<file path="config.mk">
export PLATFORM = sky130hd
export DESIGN_NAME = dram_mux_ctrl
export DESIGN_NICKNAME = d
export VERILOG_FILES = /design/src/rtl/dram_mux_pkg.sv /design/src/rtl/dram_refresh_timer.sv /design/src/rtl/dram_addr_mux.sv /design/src/rtl/dram_seq.sv /design/src/rtl/dram_mux_ctrl.sv
export SDC_FILE = /design/constraint.sdc
export NUM_CORES = 1
export LEC_CHECK = 0
export ABC_AREA = 1
export BUFFER_PORTS_ARGS = -buffer_cell sky130_fd_sc_hd__clkbuf_2
export CAP_MARGIN = 40
export CORE_AREA = 2 2 111 70
export DETAILED_ROUTE_END_ITERATION = 7
export DIE_AREA = 0 0 113 72
export SLEW_MARGIN = 20
export SYNTH_ARGS = -nofsm -noshare
export SYNTH_HDL_FRONTEND = slang
export SYNTH_SLANG_ARGS = --single-unit
</file>
<file path="constraint.sdc">
create_clock -name clk -period 4.8 [get_ports clk]
set_clock_uncertainty 0.1 [all_clocks]
set_input_delay 0.24 -clock clk [delete_from_list [all_inputs] [get_ports clk]]
set_output_delay 0.24 -clock clk [all_outputs]
set_load 0.05 [all_outputs]
</file>
<file path="src/rtl/dram_mux_pkg.sv">
package dram_mux_pkg;

    typedef enum logic [2:0] {
        S_IDLE,
        S_ACT_ROW,
        S_ACT_RAS,
        S_ACT_CAS,
        S_PRE,
        S_REF_ROW,
        S_REF_RAS
    } seq_state_e;

    typedef enum logic [1:0] {
        PIN_ROW,
        PIN_COL,
        PIN_REF
    } pin_sel_e;

endpackage

</file>
<file path="src/rtl/dram_refresh_timer.sv">
module dram_refresh_timer #(
    parameter int REF_INTERVAL = 781,
    parameter int ROW_W        = 8
) (
    input  logic             clk,
    input  logic             rst_n,
    input  logic             ref_served,
    output logic             ref_tick,
    output logic [ROW_W-1:0] ref_row
);
    localparam int TW = (REF_INTERVAL > 2) ? $clog2(REF_INTERVAL) : 1;
    localparam logic [TW-1:0] LAST = TW'(REF_INTERVAL - 1);

    typedef struct packed {
        logic [TW-1:0]    cnt;
        logic [ROW_W-1:0] row;
    } tmr_t;

    tmr_t q, n;

    always_comb begin
        n = q;
        if (q.cnt == LAST) begin
            n.cnt = '0;
        end else begin
            n.cnt = q.cnt + 1'b1;
        end
        if (ref_served) begin
            n.row = q.row + 1'b1;
        end
    end

    always_ff @(posedge clk or negedge rst_n) begin
        if (!rst_n) begin
            q <= '0;
        end else begin
            q <= n;
        end
    end

    assign ref_tick = (q.cnt == LAST);
    assign ref_row  = q.row;

endmodule

</file>
<file path="src/rtl/dram_addr_mux.sv">
module dram_addr_mux
    import dram_mux_pkg::*;
#(
    parameter int ROW_W = 8
) (
    input  pin_sel_e         sel,
    input  logic [ROW_W-1:0] host_row,
    input  logic [ROW_W-1:0] host_col,
    input  logic [ROW_W-1:0] ref_row,
    output logic [ROW_W-1:0] pins
);
    always_comb begin
        unique case (sel)
            PIN_COL: pins = host_col;
            PIN_REF: pins = ref_row;
            default: pins = host_row;
        endcase
    end

endmodule

</file>
<file path="src/rtl/dram_seq.sv">
module dram_seq
    import dram_mux_pkg::*;
#(
    parameter int ADDR_W      = 16,
    parameter int DATA_W      = 4,
    parameter int RCD_CYC     = 2,
    parameter int CAS_CYC     = 2,
    parameter int PRE_CYC     = 2,
    parameter int RAS_REF_CYC = 3
) (
    input  logic                clk,
    input  logic                rst_n,
    input  logic                req_valid,
    input  logic                req_we,
    input  logic [ADDR_W-1:0]   req_addr,
    input  logic [DATA_W-1:0]   req_wdata,
    output logic                req_ready,
    output logic [DATA_W-1:0]   rd_data,
    input  logic                ref_tick,
    output logic                ref_served,
    output pin_sel_e            pin_sel,
    output logic [ADDR_W/2-1:0] host_row,
    output logic [ADDR_W/2-1:0] host_col,
    output logic                ras_n,
    output logic                cas_n,
    output logic                we_n,
    output logic [DATA_W-1:0]   dq_out,
    output logic                dq_oe,
    input  logic [DATA_W-1:0]   dq_in
);
    localparam int ROW_W  = ADDR_W / 2;
    localparam int M1     = (RCD_CYC > CAS_CYC) ? RCD_CYC : CAS_CYC;
    localparam int M2     = (PRE_CYC > RAS_REF_CYC) ? PRE_CYC : RAS_REF_CYC;
    localparam int CYC_MX = (M1 > M2) ? M1 : M2;
    localparam int CNT_W  = $clog2(CYC_MX + 1);

    typedef struct packed {
        seq_state_e        state;
        logic [CNT_W-1:0]  cnt;
        logic              pending;
        logic [ADDR_W-1:0] addr;
        logic              we;
        logic [DATA_W-1:0] wdata;
        logic [DATA_W-1:0] rdata;
        logic              ready;
    } seq_t;

    seq_t q, n;

    always_comb begin
        n          = q;
        n.ready    = 1'b0;
        n.pending  = q.pending | ref_tick;
        ref_served = 1'b0;
        unique case (q.state)
            S_IDLE: begin
                if (q.pending) begin
                    n.state   = S_REF_ROW;
                    n.pending = ref_tick;
                end else if (req_valid) begin
                    n.state = S_ACT_ROW;
                    n.addr  = req_addr;
                    n.we    = req_we;
                    n.wdata = req_wdata;
                end
            end
            S_ACT_ROW: begin
                n.state = S_ACT_RAS;
                n.cnt   = CNT_W'(RCD_CYC - 1);
            end
            S_ACT_RAS: begin
                if (q.cnt == '0) begin
                    n.state = S_ACT_CAS;
                    n.cnt   = CNT_W'(CAS_CYC - 1);
                end else begin
                    n.cnt = q.cnt - 1'b1;
                end
            end
            S_ACT_CAS: begin
                if (q.cnt == '0) begin
                    n.state = S_PRE;
                    n.cnt   = CNT_W'(PRE_CYC - 1);
                    n.ready = 1'b1;
                    if (!q.we) begin
                        n.rdata = dq_in;
                    end
                end else begin
                    n.cnt = q.cnt - 1'b1;
                end
            end
            S_PRE: begin
                if (q.cnt == '0) begin
                    n.state = S_IDLE;
                end else begin
                    n.cnt = q.cnt - 1'b1;
                end
            end
            S_REF_ROW: begin
                n.state = S_REF_RAS;
                n.cnt   = CNT_W'(RAS_REF_CYC - 1);
            end
            S_REF_RAS: begin
                if (q.cnt == '0) begin
                    n.state    = S_PRE;
                    n.cnt      = CNT_W'(PRE_CYC - 1);
                    ref_served = 1'b1;
                end else begin
                    n.cnt = q.cnt - 1'b1;
                end
            end
            default: n.state = S_IDLE;
        endcase
    end

    always_ff @(posedge clk or negedge rst_n) begin
        if (!rst_n) begin
            q       <= '0;
            q.state <= S_IDLE;
        end else begin
            q <= n;
        end
    end

    always_comb begin
        unique case (q.state)
            S_ACT_CAS:            pin_sel = PIN_COL;
            S_REF_ROW, S_REF_RAS: pin_sel = PIN_REF;
            default:              pin_sel = PIN_ROW;
        endcase
    end

    assign ras_n     = !(q.state inside {S_ACT_RAS, S_ACT_CAS, S_REF_RAS});
    assign cas_n     = (q.state != S_ACT_CAS);
    assign we_n      = !((q.state == S_ACT_CAS) && q.we);
    assign dq_oe     = (q.state == S_ACT_CAS) && q.we;
    assign dq_out    = q.wdata;
    assign host_row  = q.addr[ADDR_W-1 -: ROW_W];
    assign host_col  = q.addr[ROW_W-1:0];
    assign req_ready = q.ready;
    assign rd_data   = q.rdata;

endmodule

</file>
<file path="src/rtl/dram_mux_ctrl.sv">
module dram_mux_ctrl
    import dram_mux_pkg::*;
#(
    parameter int ADDR_W       = 16,
    parameter int DATA_W       = 4,
    parameter int REF_INTERVAL = 781,
    parameter int RCD_CYC      = 2,
    parameter int CAS_CYC      = 2,
    parameter int PRE_CYC      = 2,
    parameter int RAS_REF_CYC  = 3
) (
    input  logic                clk,
    input  logic                rst_n,
    input  logic                req_valid,
    input  logic                req_we,
    input  logic [ADDR_W-1:0]   req_addr,
    input  logic [DATA_W-1:0]   req_wdata,
    output logic                req_ready,
    output logic [DATA_W-1:0]   rd_data,
    output logic [ADDR_W/2-1:0] mem_addr,
    output logic                mem_ras_n,
    output logic                mem_cas_n,
    output logic                mem_we_n,
    output logic [DATA_W-1:0]   mem_dq_out,
    output logic                mem_dq_oe,
    input  logic [DATA_W-1:0]   mem_dq_in
);
    localparam int ROW_W = ADDR_W / 2;

    logic             ref_tick;
    logic             ref_served;
    logic [ROW_W-1:0] ref_row;
    logic [ROW_W-1:0] host_row;
    logic [ROW_W-1:0] host_col;
    pin_sel_e         pin_sel;

    dram_refresh_timer #(
        .REF_INTERVAL (REF_INTERVAL),
        .ROW_W        (ROW_W)
    ) u_timer (
        .clk        (clk),
        .rst_n      (rst_n),
        .ref_served (ref_served),
        .ref_tick   (ref_tick),
        .ref_row    (ref_row)
    );

    dram_seq #(
        .ADDR_W      (ADDR_W),
        .DATA_W      (DATA_W),
        .RCD_CYC     (RCD_CYC),
        .CAS_CYC     (CAS_CYC),
        .PRE_CYC     (PRE_CYC),
        .RAS_REF_CYC (RAS_REF_CYC)
    ) u_seq (
        .clk        (clk),
        .rst_n      (rst_n),
        .req_valid  (req_valid),
        .req_we     (req_we),
        .req_addr   (req_addr),
        .req_wdata  (req_wdata),
        .req_ready  (req_ready),
        .rd_data    (rd_data),
        .ref_tick   (ref_tick),
        .ref_served (ref_served),
        .pin_sel    (pin_sel),
        .host_row   (host_row),
        .host_col   (host_col),
        .ras_n      (mem_ras_n),
        .cas_n      (mem_cas_n),
        .we_n       (mem_we_n),
        .dq_out     (mem_dq_out),
        .dq_oe      (mem_dq_oe),
        .dq_in      (mem_dq_in)
    );

    dram_addr_mux #(
        .ROW_W (ROW_W)
    ) u_mux (
        .sel      (pin_sel),
        .host_row (host_row),
        .host_col (host_col),
        .ref_row  (ref_row),
        .pins     (mem_addr)
    );

endmodule

</file>
# Word level (Yosys, flattened, before mapping)
# Index checks and enable logic that the tools add are counted.
# totals
regBits	50
word_cells	65
output_inout_bits	21
inputBits	28
# classes
eq_ne	15
n_reduce_logical	14
mux	20
n_bitwise	3
n_addsub	3
# ops
cell	n
2-to-1 mux 21 bit	2
2-to-1 mux 22 bit	1
one-hot mux 3 bit (6 select lines)	1
one-hot mux 8 bit (2 select lines)	1
2-to-1 mux 3 bit	5
adder 10 x 1 -> 10 bit (second input constant)	1
equality test 10 bit (second input constant)	1
2-to-1 mux 10 bit	1
equality test 3 bit (second input constant)	3
adder 8 x 1 -> 8 bit (second input constant)	1
one-hot mux 2 bit (4 select lines)	1
equality test 3 x 2 -> 1 bit (second input constant)	2
inequality test 2 x 1 -> 1 bit (second input constant)	3
inequality test 3 x 2 -> 1 bit (second input constant)	2
AND reduction 3 bit	2
2-to-1 mux 1 bit	5
2-to-1 mux 2 bit	2
one-hot mux 2 bit (2 select lines)	1
AND reduction 4 bit	1
nonzero test 4 bit	1
OR reduction 2 bit	2
equality test 3 x 1 -> 1 bit (second input constant)	1
logical NOT 3 bit	1
nonzero test 3 bit	1
11 further kinds	13

# Longest topological paths before layout
# depth
depth_word	5
depth_mapped	9
mapped_depth_nobuf	8

# By module
# From an unflattened synthesis, not the netlist that was laid out.
# unflattened
cells_unflattened	353
hier_area_um2	2911.5
# modules_own_cells
mod	cells_each	seq_area_each_um2	area_each_um2	n_inst
dram_seq	196	800.8	1762.9	1
dram_refresh_timer	101	450.4	905.9	1
dram_addr_mux	56	0.0	242.7	1

# Worst setup path before layout
# Ideal clock, no wire load.
# synth_timing
kind	register -> output
startpoint	register u_seq.q[30] (netlist bit)
endpoint	output port mem_addr[0]
arrival_time_ns	2.332
setup_slack_ns	2.128
required_ns	4.460
stages_incl_launch_ff	10
n_path_buf	2
path_cell_list	dfrtp_1 buf_6 nand2_1 nor2_2 inv_2 ha_1 clkbuf_1 inv_1 nor2_1 a21oi_1
# synth_between
elab_chain_cells	5
elab_cells_between_ends	8
cone_classes	eq/ne (5); mux (2); reduce/logical (1)
# synth_rtl
element	line_no	rtl
from (decl)	dram_seq.sv:48	seq_t q, n;
from (signal assigned)	dram_seq.sv:120	q <= n;
equality test 3 bit	dram_seq.sv:125	unique case (q.state)
OR reduction 2 bit	dram_seq.sv:125	
one-hot mux 2 bit (2 select lines) (*)	dram_seq.sv:125	
equality test 2 bit / equality test 2 x 1 -> 1 bit (equally long branches)	dram_addr_mux.sv:13	unique case (sel)
one-hot mux 8 bit (2 select lines) (*)	dram_addr_mux.sv:13	
to (decl)	dram_mux_ctrl.sv:20	output logic [ADDR_W/2-1:0] mem_addr,
# Mark *: on every way between the ends. The rest lies on a longest branch, timed or not.

# Worst setup path in the final report
# layout_timing
startpoint	register u_seq.q[30] (netlist bit)
endpoint	output port mem_addr[5]
# Same word-level chain as after synthesis.

==> flow_summary.yaml <==
setup_path:
  slowest_stage: "dfrtp_1"
  critPathLaunch: "u_seq.q[30]"
  critPathMaxFanout: 10
  crit_path_max_incr_delay_ns: 0.60
  critPathKind: "reg2out"
  worstPathArrival_ns: 2.53
  r2r_slack_ns: 2.85
  startpoint_type: "register"
  cp-end-kind: "output port"
  r2r-start: "u_seq.q[31]"
  required_ns: 4.46
  cp_num_buf_inv: 3
  regToRegEndpoint: "u_seq.host_col[6]"
  r2r_cells: 6
  crit_chain: "nand2_1, nor2_2, inv_2, ha_1, inv_1, nor2_1, a21oi_1, clkbuf_2"
  critPathTopFamily: "buffers and inverters"
timing:
  finalSetupViolCount: 0
  max_freq_mhz: 349
  rsz0062_at_grt: "no"
  fin_crit_ns: 2.87
  relSlewSlack: 0.575
  slew_viol_final: 0
  fin_crit_sh: 0.597
  setup-tns-final_ns: 0
  finalHoldViolations: 0
  worst_pin_slew_ns: 0.638
min_path:
  hp-start: "req_addr[8]"
  min_path_cells: 3
  hold_end: "u_seq.host_row[0]"
  min_path_type: "in2reg"
global_route:
  use_met1: 0.238
  top_usage_layer: "met1"
  grt_pass1_wl_mm: 10.1
  grtUsageTotal: 0.158
  grt_pass1_vias: 2109
  gr-total-overflow: 0
  antenna_found_initial: 0
  grt_start_max_net_pins: 51
  grt_use_met2: 0.215
  met3_usage: 0.0426
layout:
  final_cell_area_um2: 3190
  drive_gt1_frac: 0.211
  finalNetCount: 427
  syn2layout_area_growth_pct: 14.2
  final_cells: 484
  antenna_cells: 0
floorplan:
  start_util: 0.394
  dieArea_um2: 8140
  die_w_um: 113
  die_h_um: 72
  core_area_um2: 7090
  rows: 24
  io_pins: 49
outcome:
  violations: "design-rule violations"
  outcome: "finished with violations"
synth:
  syn_avg_cell_area_um2: 7.94
  synthesis.area_um2: 2800
  synth_cell_types: 29
  synth_xor_area_frac: 0.0219
  muxShareOfSynthArea: 0
  synth-compound-area-share: 0.110
  synth_fa_ha_area_frac: 0.0313
  synthesis.nets: 387
  synth_top_family_by_area: "simple AND/OR/NAND/NOR gates"
  synth_seq_cells: 50
  yosys_warnings: 0
  synthSimpleGateAreaFrac: 0.264
  yosysSeqAreaShare: 0.448
  syn_inst: 352
place:
  dp_cells: 475
  place_area_um2: 3020
  port_buffers: 48
  hpwl_mm: 4.33
  gp_congestion: 0.915
drt:
  vias: 2224
  drt-initial-drc-count: 126
  dr.pass1.iters: 6
  drc: 2
  via_per_inst: 4.60
  ant_nets: 0
  routed_wirelength_mm: 5.80
  post_drt_wl_per_cell_um: 12.0
clocking:
  clk_path_buf_depth: 2
  cts_resized: 0
  htree_num_levels: 2
  path_clk_slew_ns: 0.07
  post_cts_buffers: 0
  cts_buffers: 5
  cts_root_buf: "clkbuf_16"
  worstSkewPairLatency_ns: 0.29
  cts_tree: "built"
  cts.sinks: 50
power:
  ir_drop_mv: 0.370
  power.leakage_uw: 0.00173
  power_density_nw_per_um2: 683
job:
  maxCapViolations: 0
==> report_power, final <==
| group | switching [uW] | internal [uW] |
|---|---|---|
| Combinational | 832 | 285 |
| Sequential | 112 | 555 |
| Clock | 154 | 244 |
| Total | 1100 | 1080 |
==> registers in the layout (all words and copies together), names as in the netlist <==
name,count
u_seq.req_ready,1
u_seq.host_col,8
u_seq.host_row,8
u_timer.q,10
u_seq.dq_out,4
u_timer.ref_row,8
u_seq.rd_data,4
u_seq.q,7
==> routing by layer <==
layer	up-vias	wire, um
met3	10	252
met5	-	0
li1	1167	-
met2	35	2330
met4	0	105
met1	1012	3120
==> metrics by stage <==
| step | setup WS [ns] | util | total power, uW | hold slack, ns |
|---|---|---|---|---|
| finish | 1.93 | 0.451 | 2180 | 0.0611 |
| global route | 1.75 | 0.451 | 2350 | 0.0619 |
| CTS | 1.92 | 0.451 | 2210 | 0.0503 |
| detailed placement | 2.26 | 0.426 | 1800 | 0.303 |
| global placement | 2.38 | 0.426 | 1780 | 0.306 |
| floorplan | 2.13 | - | 1620 | -0.156 |
==> how the worst max path moves through the flow <==
stage                     slack, ns          end  cells past startpoint
after global routing           1.75  mem_addr[0]                      8
final                          1.93  mem_addr[5]                      8
after CTS                      1.92  mem_addr[5]                      8
after floorplan                2.13  mem_addr[0]                      9
after detailed placement       2.26  mem_addr[5]                      8
after global placement         2.38  mem_addr[7]                      8
==> cell usage after synthesis, drive strengths merged <==
cell	n	area, um2
a21oi	21	109
and2	1	6.26
buf	16	135
clkbuf	1	3.75
dfrtp	50	1250
ha	7	87.6
inv	56	210
nand2	103	392
nand3	24	133
nand3b	2	15.0
nand4	5	46.3
nor2	28	136
nor3	2	10.0
o21ai	27	184
o21bai	2	15.0
xnor2	3	26.3
xor2	4	35.0
==> worst reg2reg max path, stage by stage, from the launching register on <==
cell     delay (ns)
dfrtp_1        0.55
nor2_2         0.25
inv_2          0.08
nor2_4         0.11
nand3_4        0.41
nand2_1        0.24
o21ai_2        0.07
==> cell type report <==
type | count | area [um2]
Clock buffer | 5 | 125
Timing Repair Buffer | 50 | 258
Fill cell | 736 | 3890
Multi-Input combinational cell | 229 | 1190
Inverter | 56 | 210
Tap cell | 91 | 114
Sequential cell | 50 | 1250
Clock inverter | 3 | 40.0
==> cell usage in the layout, fill, tap and decap left out, drive strengths merged <==
cell         synthesis  layout
o21bai               2       2
ha                   7       7
clkbuf               1      53
xor2                 4       4
clkinv               0       2
nand4                5       5
nor3                 2       2
dfrtp               50      50
nor2                28      28
xnor2                3       3
dlygate4sd3          0       1
buf                 16       1
nand3b               2       2
nand2              103     103
bufinv               0       1
inv                 56      56
o21ai               27      27
and2                 1       1
nand3               24      24
a21oi               21      21
==> logic make-up (layout without fill, tap and decap cells) <==
kind of cell | Yosys count | in the layout
fa+ha+maj | 7 | 7
flops | 50 | 50
xor+xnor | 7 | 7
compound gates | 50 | 50
simple gates | 165 | 165
buf+inv | 73 | 114
==> what timing repair did <==
action | CTS | global route
hold endpoints to repair | 50 | 0
endpoints found under the setup margin | 0 | 0
hold buffers | 1 | 0
No activity file was read; power rests on OpenSTA's default activity.
